<file path="src/rtl/ctrl_bank_pkg.sv">
package ctrl_bank_pkg;
  localparam int IDX_W = 4;
  typedef logic [IDX_W-1:0] cr_idx_t;

  // Index encodings seen by software
  localparam cr_idx_t CR_PSW    = 4'd0;
  localparam cr_idx_t CR_COND   = 4'd1;
  localparam cr_idx_t CR_ISP    = 4'd2;
  localparam cr_idx_t CR_USP    = 4'd3;
  localparam cr_idx_t CR_SPARE0 = 4'd4;
  localparam cr_idx_t CR_BPC    = 4'd6;
  localparam cr_idx_t CR_BBPSW  = 4'd8;
  localparam cr_idx_t CR_BBPC   = 4'd14;

  localparam logic [7:0] BK_MASK = 8'hC1;
  localparam logic [7:0] ST_MASK = 8'hC0;
  localparam int SM_BIT = 7;

  typedef struct packed {
    logic psw;
    logic cond;
    logic isp;
    logic usp;
    logic bpc;
    logic bbpsw;
    logic bbpc;
  } cr_wstb_t;
endpackage

</file>
<file path="src/rtl/ctrl_wr_decode.sv">
module ctrl_wr_decode
  import ctrl_bank_pkg::*;
#(
  parameter int SPARE_N = 2
) (
  input  logic               wr_en,
  input  cr_idx_t            wr_idx,
  output cr_wstb_t           stb,
  output logic [SPARE_N-1:0] spare_stb
);
  always_comb begin
    stb       = '0;
    stb.psw   = wr_en && (wr_idx == CR_PSW);
    stb.cond  = wr_en && (wr_idx == CR_COND);
    stb.isp   = wr_en && (wr_idx == CR_ISP);
    stb.usp   = wr_en && (wr_idx == CR_USP);
    stb.bpc   = wr_en && (wr_idx == CR_BPC);
    stb.bbpsw = wr_en && (wr_idx == CR_BBPSW);
    stb.bbpc  = wr_en && (wr_idx == CR_BBPC);
  end

  for (genvar i = 0; i < SPARE_N; i++) begin : g_spare_dec
    assign spare_stb[i] = wr_en && (int'(wr_idx) == int'(CR_SPARE0) + i);
  end
endmodule

</file>
<file path="src/rtl/ctrl_status_unit.sv">
module ctrl_status_unit
  import ctrl_bank_pkg::*;
#(
  parameter int DATA_W = 32
) (
  input  logic              clk,
  input  logic              rst,
  input  logic              we_psw,
  input  logic              we_cond,
  input  logic              we_bbpsw,
  input  logic [15:0]       wdat,
  output logic              sm,
  output logic [DATA_W-1:0] psw_view,
  output logic [DATA_W-1:0] cond_view,
  output logic [DATA_W-1:0] bbpsw_view
);
  logic [7:0] psw_q;
  logic [7:0] bpsw_q;
  logic [7:0] bbpsw_q;
  logic       cond_q;

  always_ff @(posedge clk) begin
    if (rst) begin
      psw_q   <= '0;
      bpsw_q  <= '0;
      bbpsw_q <= '0;
      cond_q  <= 1'b0;
    end else begin
      if (we_psw) begin
        psw_q  <= wdat[7:0];
        bpsw_q <= wdat[15:8];
        cond_q <= wdat[0];
      end
      if (we_cond)  cond_q  <= wdat[0];
      if (we_bbpsw) bbpsw_q <= wdat[7:0];
    end
  end

  assign sm = psw_q[SM_BIT];

  always_comb begin
    psw_view        = '0;
    psw_view[15:8]  = bpsw_q & BK_MASK;
    psw_view[7:0]   = (psw_q & ST_MASK) | {7'd0, cond_q};
    cond_view       = '0;
    cond_view[0]    = cond_q;
    bbpsw_view      = '0;
    bbpsw_view[7:0] = bbpsw_q & BK_MASK;
  end
endmodule

</file>
<file path="src/rtl/ctrl_stack_bank.sv">
module ctrl_stack_bank #(
  parameter int DATA_W = 32
) (
  input  logic              clk,
  input  logic              rst,
  input  logic              sm,
  input  logic              we_psw,
  input  logic              new_sm,
  input  logic              we_isp,
  input  logic              we_usp,
  input  logic [DATA_W-1:0] wdat,
  input  logic [DATA_W-1:0] sp_rd,
  output logic              sp_we,
  output logic [DATA_W-1:0] sp_wd,
  output logic [DATA_W-1:0] isp_view,
  output logic [DATA_W-1:0] usp_view
);
  logic [DATA_W-1:0] isp_q;
  logic [DATA_W-1:0] usp_q;
  logic enter_sys;
  logic leave_sys;

  assign enter_sys = we_psw && !sm && new_sm;
  assign leave_sys = we_psw && sm && !new_sm;

  always_comb begin
    sp_we = 1'b0;
    sp_wd = wdat;
    if (enter_sys) begin
      sp_we = 1'b1;
      sp_wd = isp_q;
    end else if (leave_sys) begin
      sp_we = 1'b1;
      sp_wd = usp_q;
    end else if ((we_isp && sm) || (we_usp && !sm)) begin
      sp_we = 1'b1;
    end
  end

  always_ff @(posedge clk) begin
    if (rst) begin
      isp_q <= '0;
      usp_q <= '0;
    end else begin
      if (enter_sys)          usp_q <= sp_rd;
      else if (we_usp && sm)  usp_q <= wdat;
      if (leave_sys)          isp_q <= sp_rd;
      else if (we_isp && !sm) isp_q <= wdat;
    end
  end

  assign isp_view = sm ? sp_rd : isp_q;
  assign usp_view = sm ? usp_q : sp_rd;
endmodule

</file>
<file path="src/rtl/ctrl_misc_regs.sv">
module ctrl_misc_regs #(
  parameter int DATA_W  = 32,
  parameter int SPARE_N = 2
) (
  input  logic                           clk,
  input  logic                           rst,
  input  logic                           we_bpc,
  input  logic                           we_bbpc,
  input  logic [SPARE_N-1:0]             we_spare,
  input  logic [DATA_W-1:0]              wdat,
  output logic [DATA_W-1:0]              bpc_view,
  output logic [DATA_W-1:0]              bbpc_view,
  output logic [SPARE_N-1:0][DATA_W-1:0] spare_view
);
  localparam logic [DATA_W-1:0] PC_MASK = ~(DATA_W'(1));

  logic [DATA_W-1:0] bpc_q;
  logic [DATA_W-1:0] bbpc_q;

  always_ff @(posedge clk) begin
    if (rst) begin
      bpc_q  <= '0;
      bbpc_q <= '0;
    end else begin
      if (we_bpc)  bpc_q  <= wdat;
      if (we_bbpc) bbpc_q <= wdat;
    end
  end

  assign bpc_view  = bpc_q & PC_MASK;
  assign bbpc_view = bbpc_q & PC_MASK;

  for (genvar i = 0; i < SPARE_N; i++) begin : g_spare
    logic [DATA_W-1:0] sp_q;
    always_ff @(posedge clk) begin
      if (rst)              sp_q <= '0;
      else if (we_spare[i]) sp_q <= wdat;
    end
    assign spare_view[i] = sp_q;
  end
endmodule

</file>
<file path="src/rtl/ctrl_bank_top.sv">
module ctrl_bank_top
  import ctrl_bank_pkg::*;
#(
  parameter int DATA_W  = 32,
  parameter int SPARE_N = 2
) (
  input  logic              clk,
  input  logic              rst,
  input  logic              wr_en,
  input  logic [3:0]        wr_idx,
  input  logic [DATA_W-1:0] wr_data,
  input  logic [3:0]        rd_idx,
  output logic [DATA_W-1:0] rd_data,
  input  logic [DATA_W-1:0] sp_rd,
  output logic              sp_we,
  output logic [DATA_W-1:0] sp_wd
);
  cr_wstb_t                      stb;
  logic [SPARE_N-1:0]            spare_stb;
  logic                          stk_mode;
  logic [DATA_W-1:0]             psw_view, cond_view, bbpsw_view;
  logic [DATA_W-1:0]             isp_view, usp_view;
  logic [DATA_W-1:0]             bpc_view, bbpc_view;
  logic [SPARE_N-1:0][DATA_W-1:0] spare_view;
  logic [DATA_W-1:0]             rd_next;

  ctrl_wr_decode #(.SPARE_N(SPARE_N)) u_dec (
    .wr_en(wr_en), .wr_idx(wr_idx), .stb(stb), .spare_stb(spare_stb)
  );

  ctrl_status_unit #(.DATA_W(DATA_W)) u_status (
    .clk(clk), .rst(rst),
    .we_psw(stb.psw), .we_cond(stb.cond), .we_bbpsw(stb.bbpsw),
    .wdat(wr_data[15:0]), .sm(stk_mode),
    .psw_view(psw_view), .cond_view(cond_view), .bbpsw_view(bbpsw_view)
  );

  ctrl_stack_bank #(.DATA_W(DATA_W)) u_stack (
    .clk(clk), .rst(rst), .sm(stk_mode),
    .we_psw(stb.psw), .new_sm(wr_data[SM_BIT]),
    .we_isp(stb.isp), .we_usp(stb.usp), .wdat(wr_data),
    .sp_rd(sp_rd), .sp_we(sp_we), .sp_wd(sp_wd),
    .isp_view(isp_view), .usp_view(usp_view)
  );

  ctrl_misc_regs #(.DATA_W(DATA_W), .SPARE_N(SPARE_N)) u_misc (
    .clk(clk), .rst(rst),
    .we_bpc(stb.bpc), .we_bbpc(stb.bbpc), .we_spare(spare_stb),
    .wdat(wr_data),
    .bpc_view(bpc_view), .bbpc_view(bbpc_view), .spare_view(spare_view)
  );

  always_comb begin
    rd_next = '0;
    case (rd_idx)
      CR_PSW:   rd_next = psw_view;
      CR_COND:  rd_next = cond_view;
      CR_ISP:   rd_next = isp_view;
      CR_USP:   rd_next = usp_view;
      CR_BPC:   rd_next = bpc_view;
      CR_BBPSW: rd_next = bbpsw_view;
      CR_BBPC:  rd_next = bbpc_view;
      default:  rd_next = '0;
    endcase
    for (int i = 0; i < SPARE_N; i++) begin
      if (int'(rd_idx) == int'(CR_SPARE0) + i) rd_next = spare_view[i];
    end
  end

  always_ff @(posedge clk) begin
    if (rst) rd_data <= '0;
    else     rd_data <= rd_next;
  end
endmodule

</file>
<file path="config.mk">
export PLATFORM = sky130hd
export DESIGN_NAME = ctrl_bank_top
export DESIGN_NICKNAME = d
export VERILOG_FILES = /design/src/rtl/ctrl_bank_pkg.sv /design/src/rtl/ctrl_wr_decode.sv /design/src/rtl/ctrl_status_unit.sv /design/src/rtl/ctrl_stack_bank.sv /design/src/rtl/ctrl_misc_regs.sv /design/src/rtl/ctrl_bank_top.sv
export SDC_FILE = /design/constraint.sdc
export NUM_CORES = 1
export LEC_CHECK = 0
export BUFFER_PORTS_ARGS = -buffer_cell sky130_fd_sc_hd__buf_2
export CORE_MARGIN = 5
export CORE_UTILIZATION = 42
export CTS_CLUSTER_SIZE = 12
export DETAILED_ROUTE_END_ITERATION = 16
export PLACE_DENSITY_LB_ADDON = 0.2
export SYNTH_ARGS = -nofsm -noshare
export SYNTH_HDL_FRONTEND = slang
export SYNTH_HIERARCHICAL = 1
export SYNTH_SLANG_ARGS = --single-unit
</file>
<file path="constraint.sdc">
create_clock -name clk -period 2.2 [get_ports clk]
set_input_delay 0.11 -clock clk [delete_from_list [all_inputs] [get_ports clk]]
set_output_delay 0.11 -clock clk [all_outputs]
set_load 0.01 [all_outputs]
</file>
==> results of run 1 <==
layer usage:
| metal | track usage | part of all wire | vias to the layer above |
|---|---|---|---|
| li1 | - | - | 5468 |
| met1 | 0.318 | 0.45 | 5562 |
| met2 | 0.375 | 0.46 | 400 |
| met3 | 0.0414 | 0.070 | 57 |
| met4 | 0.0569 | 0.019 | 2 |
| met5 | 0 | 0.00016 | - |
worst max-delay path by stage:
stage             endpoint  slack, ns  cells past startpoint
2_1_floorplan  rd_data[18]       0.40                      7
3_3_place_gp     sp_wd[12]       0.20                      8
3_5_place_dp      sp_wd[9]       0.16                      8
4_1_cts          sp_wd[25]     -0.009                      6
5_1_grt          sp_wd[15]      0.001                      8
6_report         sp_wd[27]       0.07                      6
cell families after synthesis:
logic type | Yosys count
AOI/OAI and AO/OA | 354
DFF | 231
buffers and inverters | 231
muxes | 199
other | 2
and+or+nand+nor | 444
worst max-delay path, stage by stage, from the launching register on:
cell and delay [ns]:
dfxtp_4 0.36, buf_12 0.15, and3b_2 0.27, buf_12 0.27, a21oi_1 0.09, a21oi_1 0.14
buf_2 0.14
repair_timing:
action / in CTS / in global routing
endpoints found under the hold margin: 193 / 0
gates cloned: 3 / 2
gates resized for setup: 2 / 9
endpoints found under the setup margin: 26 / 45
setup buffers: 0 / 4
hold buffers: 89 / 0
cell type report:
cell class,count,share of cell area
repair buffers,294,0.151
clock inverters,10,0.00833
well taps,402,0.0319
diodes,1,0.000159
multi-input cells,1085,0.462
inverters,1,0.000238
flip-flops and latches,231,0.293
clock buffers,39,0.0528
synthesized netlist by cell type (all sizes together), types with 16 or more instances:
cell type and n:
nor2 259, dfxtp 231, buf 199, mux2i 135, o22ai 108, a22oi 93
nand2 68, mux2 64, a21oi 56, a211oi 41, nor3 41, nor2b 32
clkbuf 31, o221a 28, nor4 16
stage by stage:
| step | TNS (ns) | worst slack (ns) | cell area [um2] | power [uW] | std cells |
|---|---|---|---|---|---|
| 2_1_floorplan | 0 | 0.399 | 13500 | 5160 | 1547 |
| 3_3_place_gp | 0 | 0.200 | 13700 | 5460 | 1915 |
| 3_5_place_dp | 0 | 0.156 | 13700 | 5460 | 1915 |
| 4_1_cts | -0.0132 | -0.00861 | 15600 | 10400 | 2056 |
| 5_1_grt | 0 | 0.000958 | 15800 | 10700 | 2063 |
| 6_report | 0 | 0.0727 | 15800 | 10300 | 2063 |
state kept, by name, summed over array words and instances, names as in the netlist:
| register | cells |
|---|---|
| u_misc/g_spare.sp_q | 64 |
| rd_data | 32 |
| u_stack/isp_q | 32 |
| u_stack/usp_q | 32 |
| u_misc/bbpc_q | 31 |
| u_misc/bpc_q | 31 |
| u_status/bbpsw_q | 3 |
| u_status/bpsw_q | 3 |
| u_status/psw_q | 2 |
| u_status/cond_q | 1 |
power breakdown:
part           leakage, uW  switching [uW]  internal (uW)
combinational      0.00355             701            500
sequential         0.00187            39.3           4260
clock             0.000478            1850           2970
total              0.00590            2590           7730
==> impl_metrics.ini, run 1 <==
[logic_synthesis]
yosys_warnings = 6
synth-xor-area-share = 0
synth_async_sr_flop_share = 0
synth_adder_area_share = 0
yosys.area_share.simple = 0.149
synth_edf_count = 0
synth_top_family_by_area = compound AO/OA/AOI/OAI gates
synthTopCellsByArea = dfxtp_1, mux2i_1, nor2_1
synth_compound_area_frac = 0.216
yosys.area.top_type_share = 0.350
syn_area_um2 = 13200
synth.distinct_cells = 46
synth_top_cell_by_area = dfxtp_1
synthMuxAreaShare = 0.157
yosysSeqAreaShare = 0.350
syn_avg_cell_area_um2 = 9.04
synthFlopType = dfxtp_1
syn_inst = 1461
synth-seq-cells = 231

[sta]
timing.slew.headroom = 0.501
hold_viol = 0
max_freq_mhz = 470
slew_viol_final = 0
worst_hold_slack_ns = 0.0845
fin_crit_ns = 2.13
setup_viol = 0
rsz0062_at_grt = false
skew_ns = 0.0120
fin_crit_sh = 0.967
tightest_slew_ns = 0.747

[worst_setup_path]
crit_fanout = 46
required_ns = 2.09
startpoint = u_status/psw_q[7]
arrival_ns = 2.02
r2r-end = u_stack/isp_q[15]
r2r-start = u_status/psw_q[7]
startpoint_type = register
cp-end-kind = output pin
path_class = register to output pin
reg2reg_slack_ns = 0.08
r2r_cells = 7

[clocking]
path_clk_slew_ns = 0.06
insertion_delay_ns = 0.54
clock_sinks = 231
cts_made_buffers = 28
clockRootBuffer = clkbuf_16
cts_tree = built
clockBufferDepth = 3
htreeDepth = 1

[power_and_ir_drop]
p_leak_uw = 0.00590
ir_drop_v = 0.000579
p_per_area_nw_per_um2 = 655

[route]
dr.pass1.iters = 5
drc_errors = 0
wl_per_cell_um = 20.8
vias_per_cell = 5.57
ant_nets = 0
first_iter_violations = 886
vias = 11500
wirelength_um = 43000

[floorplan]
die_w_um = 187
fp.dieH_um = 187
core_um2 = 31300
dieArea_um2 = 35100
initial_core_util = 0.422
io_pins = 140
std_cell_rows = 65

[job]
cap_violations = 0

[layout]
nets = 1716
multi_input_area_um2 = 7290
fillers = 2905
layout_commonest_cell = nor2_1
areaGrowthSynthToFinish_pct = 19.5
register_area_um2 = 4630
final_util = 0.504
final_cell_mix = nor2_1, dfxtp_1, buf_2
drive_gt1_frac = 0.242

[hold_path]
min_path_cells = 4
min_path_type = primary input to register
worst_hold_path.endpoint = u_stack/usp_q[7]
min_from = wr_data[7]

[placed_design]
hpwlAfterDp_um = 25400
port_buffers = 139
gp_congestion = 0.806

[global_routing]
antenna_found_initial = 2
grt_pass1_vias = 11200
overflow = 0
grt_usage = 0.231
grt_max_degree = 119
grt_pass1_wl_um = 65800

[run_status]
status = complete, no violations
Power figures use the tool's default switching activity.
==> inputs of run 2 (changes only) <==
RECOVER_POWER = 25   (was not set)
==> run 2 against run 1 <==
Die area unchanged. Clock skew shrank 0.00053 ns. Worst hold slack lost 0.00095 ns. Sequential share of layout area is 0.20 points higher. Routed wire length decreased by 0.14%. Final cell count unchanged. Critical endpoint unchanged. Register-to-register slack about the same. Core utilization is 0.34 points lower. Combinational power barely moved. Count of clock-buffer cells in the layout unchanged. Design area fell by 0.68%.
==> impl_metrics.ini, run 2 (same netlist as run 1, synthesis figures left out) <==
[run_status]
status = complete, no violations

[sta]
timing.slew.headroom = 0.0639
skew_ns = 0.0115
hold_viol = 0
fin_ws_ns = 0.0781
setup_viol = 0
slew_viol_final = 0
fin_crit_sh = 0.964
worst_hold_slack_ns = 0.0836
max_freq_mhz = 471
rsz0062_at_grt = false
fin_crit_ns = 2.12
tightest_slew_ns = 1.40

[placed_design]
gp_congestion = 0.806
placed_area_um2 = 13700
place_ws_ns = 0.156
hpwlAfterDp_um = 25400
port_buffers = 139
dp.cells = 1915

[floorplan]
core_um2 = 31300
dieArea_um2 = 35100
io_pins = 140
initial_core_util = 0.422
fp.dieH_um = 187
die_w_um = 187
std_cell_rows = 65

[global_routing]
grt_max_degree = 119
grt_usage = 0.231
grt_pass1_wl_um = 65800
overflow = 0
antenna_found_initial = 2
grt_pass1_vias = 11200

[hold_path]
min_path_type = primary input to register

[worst_setup_path]
arrival_ns = 2.01
path_class = register to output pin
startpoint_type = register
required_ns = 2.09
cp-end-kind = output pin
crit_fanout = 46

[clocking]
cts_tree = built
insertion_delay_ns = 0.54
path_clk_slew_ns = 0.06
clockRootBuffer = clkbuf_16
clock_sinks = 231
cts_made_buffers = 28
clockBufferDepth = 3
htreeDepth = 1

[layout]
final_cell_mix = nor2_1, dfxtp_1, mux2i_1
fillers = 2927
largest_register = u_misc/g_spare.sp_q
largest_reg_flops = 64
instances_no_fill = 2063
final_area_um2 = 15700
nets = 1716
areaGrowthSynthToFinish_pct = 18.7
layout_commonest_cell = nor2_1
drive_gt1_frac = 0.220

[route]
drc_errors = 0
first_iter_violations = 852
ant_nets = 0
dr.pass1.iters = 6
vias = 11500
vias_per_cell = 5.58
wl_per_cell_um = 20.8
wirelength_um = 42900

[job]
cap_violations = 0

[power_and_ir_drop]
power_uw = 10300
p_leak_uw = 0.00575
p_per_area_nw_per_um2 = 659
ir_drop_v = 0.000581
## run 2: cell types whose count changed in the layout (fill, tap and decap cells not counted)
cell / previous run / this run
buf_2: 138 / 104
nor3_2: 2 / 1
buf_12: 15 / 11
clkbuf_2: 0 / 4
nor3_1: 39 / 40
clkbuf_1: 3 / 37
## run 2: area by class of cell
class,count,area (um2),area share
multi-input combinational,1085,7280,0.465
sequential,231,4630,0.295
timing repair buffer,294,2280,0.146
clock buffer,39,833,0.0532
tap,402,503,0.0321
clock inverter,10,131,0.00839
inverter,1,3.75,0.000240
antenna,1,2.50,0.000160
## run 2: critical path, cell delays in order (launching register included)
cell,delay [ns]
dfxtp_4,0.36
buf_12,0.15
and3b_2,0.27
buf_12,0.27
a21oi_1,0.09
a21oi_1,0.14
buf_2,0.14
## run 2: layer usage
layer	vias to the layer above	wire length, um	GRT usage
li1	5476	-	-
met3	65	3290	0.0414
met1	5526	19200	0.318
met2	435	19600	0.375
met4	2	828	0.0569
met5	-	7	0
## run 2: path summary, 6_finish.rpt
path | from | end | slack [ns] | depth (start not counted)
max | u_status/psw_q[7] | sp_wd[27] | 0.08 | 6
min | wr_data[7] | u_stack/usp_q[7] | 0.08 | 4
max reg2reg | u_status/psw_q[7] | u_stack/isp_q[15] | 0.08 | 7
min reg2reg | u_stack/usp_q[27] | u_stack/usp_q[27] | 0.48 | 2
## run 2: timing repair
action | CTS | global route
setup endpoints to repair | 26 | 45
hold endpoints to repair | 193 | 0
setup buffers | 0 | 4
gates resized for setup | 2 | 9
hold buffers | 89 | 0
cloned | 3 | 2
## run 2: power breakdown
group,leakage (uW),internal (uW),switching (uW)
clock,0.000478,2970,1860
combinational,0.00340,491,698
sequential,0.00187,4260,40.2
total,0.00575,7730,2600
## run 2: stage by stage
stage | setup TNS (ns) | utilization
detailed placement | 0 | 0.437
finish | 0 | 0.500
global placement | 0 | 0.437
global route | 0 | 0.500
CTS | -0.0132 | 0.500
floorplan | 0 | -
